===== src/rtl/hbi_pkg.sv =====
package hbi_pkg;
  localparam int HBI_DW    = 16;
  localparam int HBI_LANES = 2;
  localparam int HBI_LW    = HBI_DW / HBI_LANES;

  typedef enum logic [1:0] {
    PH_IDLE = 2'd0,
    PH_WAIT = 2'd1,
    PH_ACK  = 2'd2,
    PH_REL  = 2'd3
  } ph_t;
endpackage


===== src/rtl/hbi_in_stage.sv =====
module hbi_in_stage
  import hbi_pkg::*;
#(
  parameter int ADDR_W = 16
) (
  input  logic                 clk,
  input  logic                 rst,
  input  logic                 async_mode,
  input  logic                 cs_n,
  input  logic                 ds_n,
  input  logic                 rd_nwr,
  input  logic [ADDR_W-1:0]    addr,
  input  logic [HBI_DW-1:0]    din,
  input  logic                 lbe_n,
  input  logic                 hbe_n,
  output logic                 act_q,
  output logic                 mode_q,
  output logic                 rd_q,
  output logic [ADDR_W-1:0]    addr_q,
  output logic [HBI_DW-1:0]    din_q,
  output logic [HBI_LANES-1:0] lane_q
);
  logic act_raw;
  assign act_raw = !cs_n && !ds_n;

  // Access attributes are held while no access is seen, so they stay
  // stable through the release tail of an access.
  always_ff @(posedge clk) begin
    if (rst) begin
      act_q  <= 1'b0;
      mode_q <= 1'b0;
      rd_q   <= 1'b0;
      addr_q <= '0;
      din_q  <= '0;
      lane_q <= '0;
    end else begin
      act_q  <= act_raw;
      mode_q <= async_mode;
      if (act_raw) begin
        rd_q   <= rd_nwr;
        addr_q <= addr;
        din_q  <= din;
        lane_q <= async_mode ? {HBI_LANES{1'b1}} : ~{hbe_n, lbe_n};
      end
    end
  end
endmodule


===== src/rtl/hbi_seq.sv =====
module hbi_seq
  import hbi_pkg::*;
#(
  parameter int ACK_DLY = 3
) (
  input  logic clk,
  input  logic rst,
  input  logic act_q,
  input  logic rd_q,
  output ph_t  ph,
  output logic wr_fire
);
  localparam int CW = (ACK_DLY > 1) ? $clog2(ACK_DLY) : 1;
  localparam logic [CW-1:0] LAST = CW'(ACK_DLY - 1);

  logic [CW-1:0] cnt;
  logic          done;
  ph_t           ph_nx;

  assign done = (cnt == LAST);

  always_comb begin
    ph_nx = ph;
    case (ph)
      PH_IDLE: if (act_q) ph_nx = PH_WAIT;
      PH_WAIT: begin
        if (!act_q)    ph_nx = PH_IDLE;
        else if (done) ph_nx = PH_ACK;
      end
      PH_ACK:  if (!act_q) ph_nx = PH_REL;
      default: ph_nx = PH_IDLE;
    endcase
  end

  // The store happens once, on the edge that enters the active phase.
  assign wr_fire = (ph == PH_WAIT) && act_q && done && !rd_q;

  always_ff @(posedge clk) begin
    if (rst) begin
      ph  <= PH_IDLE;
      cnt <= '0;
    end else begin
      ph <= ph_nx;
      if (ph == PH_WAIT) cnt <= cnt + 1'b1;
      else               cnt <= '0;
    end
  end
endmodule


===== src/rtl/hbi_regfile.sv =====
module hbi_regfile
  import hbi_pkg::*;
#(
  parameter int ADDR_W = 16,
  parameter int DEPTH  = 64
) (
  input  logic                 clk,
  input  logic [ADDR_W-1:0]    addr,
  input  logic [HBI_DW-1:0]    wdata,
  input  logic [HBI_LANES-1:0] we,
  output logic [HBI_DW-1:0]    rdata
);
  localparam int IDX_W = (DEPTH > 1) ? $clog2(DEPTH) : 1;

  logic             in_range;
  logic             hit_q;
  logic [IDX_W-1:0] idx;
  logic [HBI_DW-1:0] word_q;

  assign in_range = (int'(addr) < DEPTH);
  assign idx      = addr[IDX_W-1:0];

  // One narrow array per byte lane keeps each lane a plain
  // single-port RAM with a registered read.
  for (genvar g = 0; g < HBI_LANES; g++) begin : g_lane
    logic [HBI_LW-1:0] bank [DEPTH];
    always_ff @(posedge clk) begin
      if (we[g] && in_range) bank[idx] <= wdata[g*HBI_LW +: HBI_LW];
      word_q[g*HBI_LW +: HBI_LW] <= bank[idx];
    end
  end

  always_ff @(posedge clk) hit_q <= in_range;

  assign rdata = hit_q ? word_q : '0;
endmodule


===== src/rtl/hbi_host_port.sv =====
module hbi_host_port
  import hbi_pkg::*;
#(
  parameter int ADDR_W  = 16,
  parameter int DEPTH   = 64,
  parameter int ACK_DLY = 3
) (
  input  logic              clk,
  input  logic              rst,
  input  logic              async_mode,
  input  logic              cs_n,
  input  logic              ds_n,
  input  logic              rd_nwr,
  input  logic [15:0]       addr,
  input  logic [15:0]       din,
  input  logic              lbe_n,
  input  logic              hbe_n,
  output logic [15:0]       dout,
  output logic [1:0]        dout_oe,
  output logic              ack_n_out,
  output logic              ack_oe
);
  logic                 act_q, mode_q, rd_q, wr_fire;
  logic [ADDR_W-1:0]    addr_q;
  logic [HBI_DW-1:0]    din_q;
  logic [HBI_LANES-1:0] lane_q;
  ph_t                  ph;

  hbi_in_stage #(.ADDR_W(ADDR_W)) u_in (
    .clk(clk), .rst(rst), .async_mode(async_mode),
    .cs_n(cs_n), .ds_n(ds_n), .rd_nwr(rd_nwr),
    .addr(addr[ADDR_W-1:0]), .din(din), .lbe_n(lbe_n), .hbe_n(hbe_n),
    .act_q(act_q), .mode_q(mode_q), .rd_q(rd_q),
    .addr_q(addr_q), .din_q(din_q), .lane_q(lane_q)
  );

  hbi_seq #(.ACK_DLY(ACK_DLY)) u_seq (
    .clk(clk), .rst(rst), .act_q(act_q), .rd_q(rd_q),
    .ph(ph), .wr_fire(wr_fire)
  );

  hbi_regfile #(.ADDR_W(ADDR_W), .DEPTH(DEPTH)) u_mem (
    .clk(clk), .addr(addr_q), .wdata(din_q),
    .we(wr_fire ? lane_q : '0), .rdata(dout)
  );

  for (genvar g = 0; g < HBI_LANES; g++) begin : g_oe
    assign dout_oe[g] = (ph == PH_ACK) && rd_q && lane_q[g];
  end

  assign ack_oe    = mode_q && ((ph == PH_ACK) || (ph == PH_REL));
  assign ack_n_out = (ph != PH_ACK);
endmodule


===== config.mk =====
export PLATFORM = sky130hd
export DESIGN_NAME = hbi_host_port
export DESIGN_NICKNAME = d
export VERILOG_FILES = /design/src/rtl/hbi_pkg.sv /design/src/rtl/hbi_in_stage.sv /design/src/rtl/hbi_seq.sv /design/src/rtl/hbi_regfile.sv /design/src/rtl/hbi_host_port.sv
export SDC_FILE = /design/constraint.sdc
export NUM_CORES = 1
export LEC_CHECK = 0
export BUFFER_PORTS_ARGS = -buffer_cell sky130_fd_sc_hd__buf_4
export CORE_MARGIN = 3
export CORE_UTILIZATION = 25
export DETAILED_ROUTE_END_ITERATION = 6
export PLACE_DENSITY = 0.39
export SLEW_MARGIN = 20
export SYNTH_ARGS = -nofsm -noshare
export SYNTH_HDL_FRONTEND = slang
export SYNTH_SLANG_ARGS = --single-unit

===== constraint.sdc =====
create_clock -name clk -period 8.4 [get_ports clk]
set_clock_uncertainty 0.2 [all_clocks]
set_input_delay 0.84 -clock clk [delete_from_list [all_inputs] [get_ports clk]]
set_output_delay 0.84 -clock clk [all_outputs]
set_load 0.1 [all_outputs]

=== Word-level counts from Yosys, hierarchy flattened ===
Memory sizes are Yosys's and may differ from the RTL's. A register that Yosys moved wholly into a read port is not among the register bits.
Index checks and enable logic that the tools add are counted.

* $add $sub $neg: 1
* Order comparisons: 1
* Eq/ne operators: 8
* Multiplexer cells: 12
* Bitwise logic cells: 2
* Reductions and logical operators: 17

{| class="wikitable"
|+ Operators with widths
! operator !! number
|-
| less-than comparator 16 x 7 -> 1 bit (second input constant) || 1
|-
| two-way mux 16 bit || 1
|-
| two-way mux 2 bit || 6
|-
| logical AND 1 bit || 10
|-
| equality test 2 bit (second input constant) || 3
|-
| inequality test 2 bit (second input constant) || 3
|-
| one-hot mux 2 bit (3 select lines) || 1
|-
| two-way mux 1 bit || 4
|-
| logical NOT 1 bit || 3
|-
| inequality test 3 x 2 -> 1 bit (second input constant) || 1
|-
| AND reduction 3 bit || 1
|-
| adder 2 x 1 -> 2 bit (second input constant) || 1
|-
| equality test 2 x 1 -> 1 bit (second input constant) || 1
|-
| logical NOT 2 bit || 1
|-
| NOT 2 bit || 1
|-
| OR reduction 2 bit || 1
|-
| logical OR 1 bit || 1
|-
| NOT 1 bit || 1
|}

* Register bits after elaboration: 42
* RAM bits: 1024
* Word-level logic and storage cells: 52
* Memories: 2

{| class="wikitable"
|+ Memories
! memory !! depth !! bits a word !! rd ports !! clocked after memory_dff !! write ports !! line !! source
|-
| u_mem.g_lane[0].bank || 64 || 8 || 1 || 1 || 1 || hbi_regfile.sv:26 || <nowiki>logic [HBI_LW-1:0] bank [DEPTH];</nowiki>
|-
| u_mem.g_lane[1].bank || 64 || 8 || 1 || 1 || 1 || hbi_regfile.sv:26 ||
|}

=== Longest topological paths before layout ===
Gate-level depths: netlist of run 1.

* Depth after elaboration: 8
* Gate-level depth with buffers: 11
* Mapped depth without buffers: 7

=== Modules after synthesis ===
Synthesis of run 1 repeated with hierarchy kept, for this count alone.

* Cells, all modules: 2541
* Area, all modules: 41647.4 um2

{| class="wikitable"
|+ By module, submodules not included
! module !! times used !! cells an instance !! area an instance (um2) !! seq. area each (um2)
|-
| hbi_regfile || 1 || 2357 || 39939.6 || 31089.8
|-
| hbi_in_stage || 1 || 162 || 1498.9 || 740.7
|-
| hbi_seq || 1 || 16 || 163.9 || 80.1
|-
| hbi_host_port || 1 || 6 || 45.0 || 0.0
|}

=== Worst setup path after synthesis of run 1 ===
OpenSTA, ideal clock, no wires.

* Path type: flip-flop to flip-flop
* From: reg u_in.addr_q[3]
* To: mem u_mem.g_lane[0].bank[15][0] (netlist name) (enable)
* Arrival: 2081 ps
* Data required time: 7830 ps
* Slack: 5749 ps
* Stages on the path, launching flop included: 9
* Period minus slack after synthesis: 2651 ps
* Path through: dfxtp_1 clkbuf_1 nor2b_1 nand2b_1 clkbuf_1 clkbuf_1 clkbuf_1 buf_1 nor2_1

* Longest elaborated chain between the ends: 4

{| class="wikitable"
|+ Ends and longest elaborated chain
! item !! line !! source
|-
| start, declared || hbi_in_stage.sv:19 || <nowiki>output logic [ADDR_W-1:0] addr_q,</nowiki>
|-
| start signal, assigned || hbi_in_stage.sv:41 || <nowiki>addr_q <= addr;</nowiki>
|-
| less-than comparator 16 x 7 -> 1 bit || hbi_regfile.sv:20 || <nowiki>assign in_range = (int'(addr) < DEPTH);</nowiki>
|-
| logical AND 1 bit || hbi_regfile.sv:28 || <nowiki>if (we[g] && in_range) bank[idx] <= wdata[g*HBI_LW +: HBI_LW];</nowiki>
|-
| two-way mux 1 bit || hbi_regfile.sv:28 ||
|-
| two-way mux 1 bit (implied by the code) || hbi_regfile.sv:28 ||
|-
| end, declared || hbi_regfile.sv:26 ||
|}

Several ways; a longest one is shown, not always the timed one.

=== Final worst setup path of run 1 ===
* From: reg u_in.addr_q[2]
* To: mem u_mem.g_lane[0].bank[14][3] (netlist name) (enable)

The elaborated chain is that of the path after synthesis.

==> results.md, run 1 <==
- The tightest min-delay check is of the input port to flip-flop type.
- The netlist area before placement is 41600 um^2.
- The highest layer used for signal routing is met5.
- The count of boundary I/O pins is 60.
- Dividing the detail-routed wire length by the instance count gives between 20 and 30 um.
- Measured in cells, the most critical reg-to-reg path has a length of 5.
- Setup repair after global routing left no endpoint under its margin.
- The total count of max-transition violations in the final report was 0.
- The commonest register cell after synthesis is sky130_fd_sc_hd__edfxtp_1.
- The routed metal-1 wirelength is approximately 63000 um.
- Setup violations remaining at the end of the flow were counted as 0.
- The biggest fanout along the worst timing path is 31.
- The number of gates resized after cts is 0.
- For this configuration, the core starts out at a cell density of 0.252.
- The aggregate global routing overflow is 0.
- The hold violation total from the final report is 0.
- The number of unique standard cell types used by synthesis is 63.
- Yosys printed 0 warnings.
- For the worst-skew pair, the clock arrives at the later sink with an insertion delay of about 720 ps.
- The clock transition at the registers of the reported paths is roughly 60 ps.
- The number of buffers inserted during clock tree synthesis is 111.
- STA puts the critical path data arrival time at ~4700 ps.
- The floorplan row count is roughly 150.
- The wire length on met2 is about 66000 um.
- The DRC violations left is 0.
- The reg-to-reg endpoint is u_mem.g_lane[0].bank[14][3].
- The area of the die is 171000 um^2.
- STA classifies the critical path startpoint as a flip-flop.
- After detailed routing, the number of vias per cell comes to between 5 and 6.
- In this run the most critical hold path is launched from din[3].
- The via count of the first global-routing pass is 24665.
- The detailed router finished its first iteration with 2668 violations.
- For this block, the routed nets add up to 142000 um of wire.
- The number of buffer cells added on primary ports is 59.
- The clock tree from TritonCTS is done.
- The worst setup path is of the flip-flop to flip-flop kind.
- Dividing the synthesized area by the synthesized cell count gives ~16 um^2.
- In this run, synthesis inferred approximately 1000 flip-flops with an integrated enable.
- Routability-driven placement finished with a final weighted congestion of around 0.8.
- The initial antenna violation count came to 3.
- The share of the Yosys chip area taken by registers is 0.767.
- Overall power consumption after layout is estimated at around 0.012 W.
- The worst path needs around 4500 ps of the cycle, external delays included.
- The type of destination of the critical path is a flip-flop.
- The HPWL reported at the end of detailed placement is 86300 um.
- Relative to the synthesized area, the layout overhead comes to 16.5%.
- The final-stage net count is around 2600.
- After layout, the worst setup slack is 3890 ps.
- At the placement stage, the worst setup path has a slack of roughly 4000 ps.
- For this design, the CTS-stage hold fixing added 0 buffers.
- The die is a little over 400 um tall.
- In the final layout, the share of cells above drive strength 1 is 0.156.
- In this run the horizontal extent of the chip is just over 400 um.
- The post-synthesis cell count is approximately 2500.
- The first detailed-routing pass took 6 iterations.
- The start of the worst register-to-register path is u_in.addr_q[2].
- The static leakage is 15.2 nW.
- The smallest hold slack is between 150 and 200 ps.
- The floorplan step defined a core boundary enclosing 165000 um^2.
- The worst hold path terminates at u_in.din_q[3].
- The wire length on met3 is around 8900 um.
- The H-tree was split into 3 levels.
- CTS saw between 1000 and 1500 sinks.
- The number of setup buffers added after CTS is 0.
- After synthesis, the share of flip-flops with an asynchronous set or reset is 0.
- The worst-case vdd ir drop is around 160 uV.
- The flow ran to the end, and the final reports show no timing, DRC or antenna violations.
- Entering global routing, the biggest net connects between 90 and 100 pins.
- At the pin with the least slew margin, the transition time is roughly 1100 ps.
- Once detail routing completed, the nets flagged for antenna violations numbered 0.
- The clock passes through at most 3 buffers.
- Counting flops and latches in the post-synthesis netlist gives 1082.
- At the worst endpoint, the required time is around 8500 ps.
- The total of max-cap violations is 0.
- The library cell used most frequently in the layout, excluding fill and tap cells, is sky130_fd_sc_hd__edfxtp_1.
- The post-route setup TNS is 0 ps.
- The fill cell instance count of the final layout is between 15000 and 20000.
- The highest achievable clock rate is around 220 MHz.
- The top cell types in the final layout, fill and taps aside, are sky130_fd_sc_hd__edfxtp_1, sky130_fd_sc_hd__nor2_1, sky130_fd_sc_hd__a22oi_1.
- The tree is rooted in a sky130_fd_sc_hd__clkbuf_16.
- The worst register-to-register path has a setup slack of between 3000 and 4000 ps.
- The routed layout has 24574 vias.
- The hold path depth is 3.
- The power density over the cells is between 200 and 250 nW/um^2.
- In this run the tightest slew margin relative to its limit is 0.257.
- The first global-routing pass estimated about 200000 um of wire.
- Synthesis produced a netlist with a net count of between 2000 and 3000.
- In the finished design, the share of the clock period the worst path needs comes to 0.537.
- For this run, the total global-route usage over all layers was measured as 0.162.
-- stage by stage --
step,cells,util,cell area (um^2)
6_report,4868,0.293,48500
5_1_grt,4867,0.293,48400
4_1_cts,4867,0.293,48400
3_5_place_dp,4656,0.269,44400
3_3_place_gp,4654,0.269,44400
2_1_floorplan,2546,-,41600
-- synth_stat cells, types with 4 or more instances --
| master | instances | area, um^2 |
|---|---|---|
| sky130_fd_sc_hd__buf_2 | 68 | 340 |
| sky130_fd_sc_hd__a21oi_1 | 97 | 485 |
| sky130_fd_sc_hd__buf_6 | 8 | 90.1 |
| sky130_fd_sc_hd__nor2b_1 | 8 | 50.1 |
| sky130_fd_sc_hd__a211oi_1 | 6 | 45.0 |
| sky130_fd_sc_hd__or4_1 | 9 | 67.6 |
| sky130_fd_sc_hd__buf_4 | 10 | 75.1 |
| sky130_fd_sc_hd__mux4_2 | 24 | 541 |
| sky130_fd_sc_hd__dfxtp_1 | 58 | 1160 |
| sky130_fd_sc_hd__o32ai_1 | 8 | 70.1 |
| sky130_fd_sc_hd__nand3_1 | 9 | 45.0 |
| sky130_fd_sc_hd__nand4_1 | 4 | 25.0 |
| sky130_fd_sc_hd__nor3b_1 | 4 | 30.0 |
| sky130_fd_sc_hd__edfxtp_1 | 1024 | 30700 |
| sky130_fd_sc_hd__o221ai_1 | 13 | 114 |
| sky130_fd_sc_hd__buf_1 | 21 | 78.8 |
| sky130_fd_sc_hd__a221oi_1 | 145 | 1270 |
| sky130_fd_sc_hd__nor4_1 | 4 | 25.0 |
| sky130_fd_sc_hd__or3_1 | 4 | 25.0 |
| sky130_fd_sc_hd__nor2_1 | 195 | 732 |
| sky130_fd_sc_hd__o22a_1 | 19 | 166 |
| sky130_fd_sc_hd__a222oi_1 | 7 | 70.1 |
| sky130_fd_sc_hd__nor3_1 | 37 | 185 |
| sky130_fd_sc_hd__a21o_1 | 5 | 37.5 |
| sky130_fd_sc_hd__nand3b_1 | 4 | 30.0 |
| sky130_fd_sc_hd__o211ai_1 | 6 | 45.0 |
| sky130_fd_sc_hd__mux2i_1 | 80 | 801 |
| sky130_fd_sc_hd__nand2_1 | 117 | 439 |
| sky130_fd_sc_hd__clkbuf_1 | 91 | 342 |
| sky130_fd_sc_hd__nand2b_1 | 6 | 37.5 |
| sky130_fd_sc_hd__and2_1 | 22 | 138 |
| sky130_fd_sc_hd__a221o_1 | 19 | 190 |
| sky130_fd_sc_hd__a22oi_1 | 159 | 1190 |
| sky130_fd_sc_hd__o22ai_1 | 57 | 357 |
| sky130_fd_sc_hd__a31oi_1 | 11 | 68.8 |
| sky130_fd_sc_hd__a22o_1 | 35 | 307 |
| sky130_fd_sc_hd__inv_1 | 5 | 18.8 |
| sky130_fd_sc_hd__mux2_2 | 45 | 507 |
| sky130_fd_sc_hd__o21ai_0 | 65 | 325 |
-- where the power goes --
part           switching, W  total (W)  internal [W]
Clock               0.00216    0.00540       0.00324
Combinational      0.000473   0.000633      0.000161
Sequential        0.0000389    0.00594       0.00590
-- registers in the layout, summed over array words and instances, names as in the netlist --
| signal | count |
|---|---|
| u_in.act_q | 1 |
| u_in.addr_q | 16 |
| u_in.din_q | 16 |
| u_mem.g_lane.bank | 1024 |
| u_in.mode_q | 1 |
| u_in.rd_q | 1 |
| u_seq.cnt | 2 |
| u_mem.hit_q | 1 |
| u_in.lane_q | 2 |
| u_seq.ph | 2 |
| u_mem.word_q | 16 |
-- critical path: stages (launching register included) --
cell and delay (ps):
sky130_fd_sc_hd__dfxtp_4 660, sky130_fd_sc_hd__inv_2 350, sky130_fd_sc_hd__buf_4 440, sky130_fd_sc_hd__nor3_2 830
sky130_fd_sc_hd__nand2_1 700, sky130_fd_sc_hd__nor2_1 850
-- metal layers --
| metal | vias to the layer above | global-route usage |
|---|---|---|
| met1 | 13078 | 0.223 |
| met3 | 177 | 0.0319 |
| li1 | 10409 | - |
| met2 | 908 | 0.256 |
| met4 | 2 | 0.0548 |
| met5 | - | 0 |
-- worst max path at each step --
stage / start / endpoint / depth (start not counted)
after detailed placement: u_in.addr_q[2] / u_mem.g_lane[0].bank[14][6] / 5
after CTS: u_in.addr_q[2] / u_mem.g_lane[1].bank[12][4] / 4
final: u_in.addr_q[2] / u_mem.g_lane[0].bank[14][3] / 5
after global placement: u_in.addr_q[2] / u_mem.g_lane[0].bank[54][7] / 5
after global routing: u_in.addr_q[2] / u_mem.g_lane[1].bank[12][2] / 4
after floorplan: u_in.addr_q[3] / u_mem.g_lane[0].bank[15][0] / 8
-- cell type report --
class	count	area, um^2	area share
clock inverters	73	953	0.0197
inverters	7	28.8	0.000594
multi-input cells	1258	8820	0.182
flip-flops and latches	1082	31900	0.659
clock buffers	138	3040	0.0628
diodes	1	2.50	0.0000516
well taps	2189	2740	0.0565
repair buffers	120	925	0.0191
-- kinds of logic (layout without fill, tap and decap cells) --
logic type,count (synthesis),count (layout),synth area share
simple gates,436,436,0.0463
fa+ha+maj,1,1,0.000301
buf+inv,206,338,0.0233
mux,151,151,0.0451
compound gates,670,670,0.118
flops,1082,1082,0.767
other cells,0,1,0
Note: power is estimated with default switching activity, not from simulation.
==> inputs of run 2 (changes only) <==
--- a/config.mk
+++ b/config.mk
@@ -9,7 +9,7 @@
 export CORE_MARGIN = 3
 export CORE_UTILIZATION = 25
 export DETAILED_ROUTE_END_ITERATION = 6
-export PLACE_DENSITY = 0.39
+export PLACE_DENSITY = 0.4
 export SLEW_MARGIN = 20
 export SYNTH_ARGS = -nofsm -noshare
 export SYNTH_HDL_FRONTEND = slang
==> constraint.sdc (replaced) <==
create_clock -name clk -period 3.8 [get_ports clk]
set_clock_uncertainty 0.2 [all_clocks]
set_input_delay 0.38 -clock clk [delete_from_list [all_inputs] [get_ports clk]]
set_output_delay 0.38 -clock clk [all_outputs]
set_load 0.1 [all_outputs]
==> run 2 against run 1 <==
Against the previous run:
- clock power increased by 110%
- final area increased by 5.9%
- utilization increased by 1.7 points
- wire length increased by 3.8%
- critical endpoint is now u_mem.word_q[0]
- largest cell class unchanged
==> results.md, run 2 (synthesized netlist as in run 1, its figures left out) <==
- The wire length on met2 was 70300 um (+7.4%).
- The number of sinks on the clock net is 1082 (unchanged).
- TritonCTS built the clock tree.
- The hold violation total from the final report is 0 (unchanged).
- The worst setup path category is flip-flop to flip-flop.
- The count of boundary I/O pins is 60 (unchanged).
- The power density over the cells was 507 nW/um^2 (+100%).
- The transition time of the tightest slew-check pin is 1120 ps (+6.00 ps).
- The floorplan row count is 149 (unchanged).
- The wire length on met3 is 8440 um (-5.0%).
- The pin count of the biggest net entering global routing is 66 (-33%).
- Setup repair after global routing left no endpoint under its margin.
- The area of all sequential standard cells is 32000 um^2 (about the same).
- The global-route usage over all layers came to 0.170 (+0.00733).
- Ranked by flip-flop count, first place goes to u_mem.g_lane.bank.
- The highest layer used for signal routing is met4.
- The hold path depth was 1 (-2).
- The fill cell instance count of the final layout came to 16272 (-0.99%).
- The top cell types in the final layout, fill and taps aside, are sky130_fd_sc_hd__edfxtp_1, sky130_fd_sc_hd__buf_4, sky130_fd_sc_hd__nor2_1.
- The startpoint of the worst setup timing path is u_in.addr_q[4].
- The highest achievable clock rate was 285 MHz (+28%).
- The total count of max-transition violations in the final report is 0 (unchanged).
- The number of cells after detailed placement was 4886 (+4.9%).
- The first-pass GRT wire length is 207000 um (+5.3%).
- The via count of the first global-routing pass is 26350 (+6.8%).
- The overall die height was 414 um (unchanged).
- The wire length per cell after detailed routing came to 28.3 um (-3.0%).
- The clock transition at the registers of the reported paths was 60 ps (about the same).
- The flow ran to the end, and the final reports show no timing, DRC or antenna violations.
- The static leakage came to 16.8 nW (+11%).
- STA classifies the critical path endpoint as a flip-flop.
- The fraction of final layout cells with drive strength greater than 1 is 0.211 (+0.0542).
- The post-route setup TNS is 0 ps (unchanged).
- The number of cells in the finished layout apart from fillers is 5209 (+7.0%).
- The reg-to-reg setup timing slack is 290 ps (-3600 ps).
- The number of flip-flops in the largest register was 1024 (unchanged).
- The initial antenna violation count is 4 (+1).
- The residual antenna-violating net count after detailed routing is 0 (unchanged).
- The required time at the endpoint of the critical path is 4180 ps (-4350 ps).
- The library cell used most frequently in the layout, excluding fill and tap cells, is sky130_fd_sc_hd__edfxtp_1.
- The total number of vias was 25906 (+5.4%).
- The number of buffers inserted during clock tree synthesis came to 112 (+0.90%).
- The clock insertion delay at the later pin of the skew report is 730 ps (about the same).
- The number of buffer cells added on primary ports is 59 (unchanged).
- The setup violation total in the final timing report was 0 (unchanged).
- The remaining max-slew budget at the tightest pin is 0.254 (-0.00284).
- The worst-case vdd ir drop is 306 uV (+94%).
- The arrival time at the worst endpoint is 3900 ps (-750 ps).
- The type of origin of the critical path is a flip-flop.
- The total length of routed wires is 147000 um (+3.8%).
- The number of gates resized after cts is 0 (unchanged).
- The post-CTS setup-driven buffer insertion count came to 0 (unchanged).
- The footprint of the multi-input gates was 8800 um^2 (-0.17%).
- The area of the die came to 171000 um^2 (unchanged).
- The minimum clock period is 3510 ps (-998 ps).
- The worst hold path belongs to the class flip-flop to flip-flop.
- The number of detailed-routing iterations run before antenna repair came to 5 (-1).
- The worst register-to-register path ends at u_mem.word_q[0].
- The total of max-cap violations is 0 (unchanged).
- The detail-routed via count per cell is 4.97 (-1.5%).
- The HPWL reported at the end of detailed placement came to 93900 um (+8.9%).
- The biggest fanout along the worst timing path was 28 (-9.7%).
- The routed metal-1 wirelength is 64900 um (+2.7%).
- The placeable core area came to 165000 um^2 (unchanged).
- The DRC violations left is 0 (unchanged).
- From synthesis to final layout, the design area changed by 23.3%.
- The share of the clock period used by the worst path is 0.924 (+0.387).
- The tree is rooted in a sky130_fd_sc_hd__clkbuf_16.
- The count of H-tree levels built during CTS was 3 (unchanged).
- The end of the worst hold path is u_seq.cnt[0].
- The starting utilization of the core area is 0.252 (unchanged).
- The cell depth of the worst flop-to-flop path came to 6 (+1).
- The width of the die is 414 um (unchanged).
- The start of the worst register-to-register path is u_in.addr_q[4].
- The total design power is 0.0260 W (+120%).
- The final-stage net count came to 2960 (+13%).
- The hold buffer count at CTS is 106 (+106).
- The worst hold path startpoint is u_seq.cnt[0].
- The initial detailed-routing violation count was 2340 (-12%).
- The number of buffers on the longest clock path is 3 (unchanged).
- The final estimated routing congestion in global placement came to 0.823 (+2.9%).
- The aggregate global routing overflow is 0 (unchanged).
run 2: cell types whose count changed in the layout (fill, tap and decap cells not counted), moves of 4 or more:
| cell | delta |
|---|---|
| sky130_fd_sc_hd__bufinv_16 | -9 |
| sky130_fd_sc_hd__dlygate4sd3_1 | +106 |
| sky130_fd_sc_hd__buf_12 | +23 |
| sky130_fd_sc_hd__dfxtp_4 | +6 |
| sky130_fd_sc_hd__dfxtp_2 | -6 |
| sky130_fd_sc_hd__clkbuf_1 | +12 |
| sky130_fd_sc_hd__buf_4 | +211 |
| sky130_fd_sc_hd__diode_2 | +4 |
run 2: power by group:
group / internal, W / switching [W] / total, W / leakage (nW)
Combinational: 0.000477 / 0.000986 / 0.00146 / 4.70
Sequential: 0.0131 / 0.000195 / 0.0132 / 10.3
Clock: 0.00659 / 0.00468 / 0.0113 / 1.83
run 2: how the worst max path moves through the flow:
stage	slack (ps)	endpoint	depth (start not counted)
final	290	u_mem.word_q[0]	6
after global routing	240	u_mem.word_q[3]	8
after CTS	330	u_mem.word_q[1]	8
after detailed placement	380	u_mem.word_q[1]	8
after global placement	340	u_mem.word_q[3]	7
after floorplan	1150	u_mem.g_lane[0].bank[15][0]	8
run 2: critical path: stages (launching register included):
cell and delay, ps:
sky130_fd_sc_hd__dfxtp_1 800, sky130_fd_sc_hd__nand3b_1 340, sky130_fd_sc_hd__buf_4 410, sky130_fd_sc_hd__o22ai_1 120, sky130_fd_sc_hd__o21ai_0 590, sky130_fd_sc_hd__nand4_1 340
sky130_fd_sc_hd__or4_1 580
run 2: metal layers:
layer	vias up	GRT usage
met5	-	0
met4	0	0.0480
met3	177	0.0245
met2	941	0.278
met1	13705	0.234
li1	11083	-
run 2: per-stage QoR:
step	util	area [um^2]	worst slack (ps)	hold slack [ps]
floorplan	-	41600	1150	190
global placement	0.281	46400	336	200
detailed placement	0.281	46400	381	200
CTS	0.310	51200	325	209
global route	0.310	51300	241	238
finish	0.311	51300	287	207
run 2: final cells by class:
class,count,area share
flip-flops and latches,1082,0.623
repair buffers,458,0.0781
clock inverters,60,0.0128
inverters,7,0.000561
diodes,5,0.000244
clock buffers,150,0.0604
well taps,2189,0.0534
multi-input cells,1258,0.172
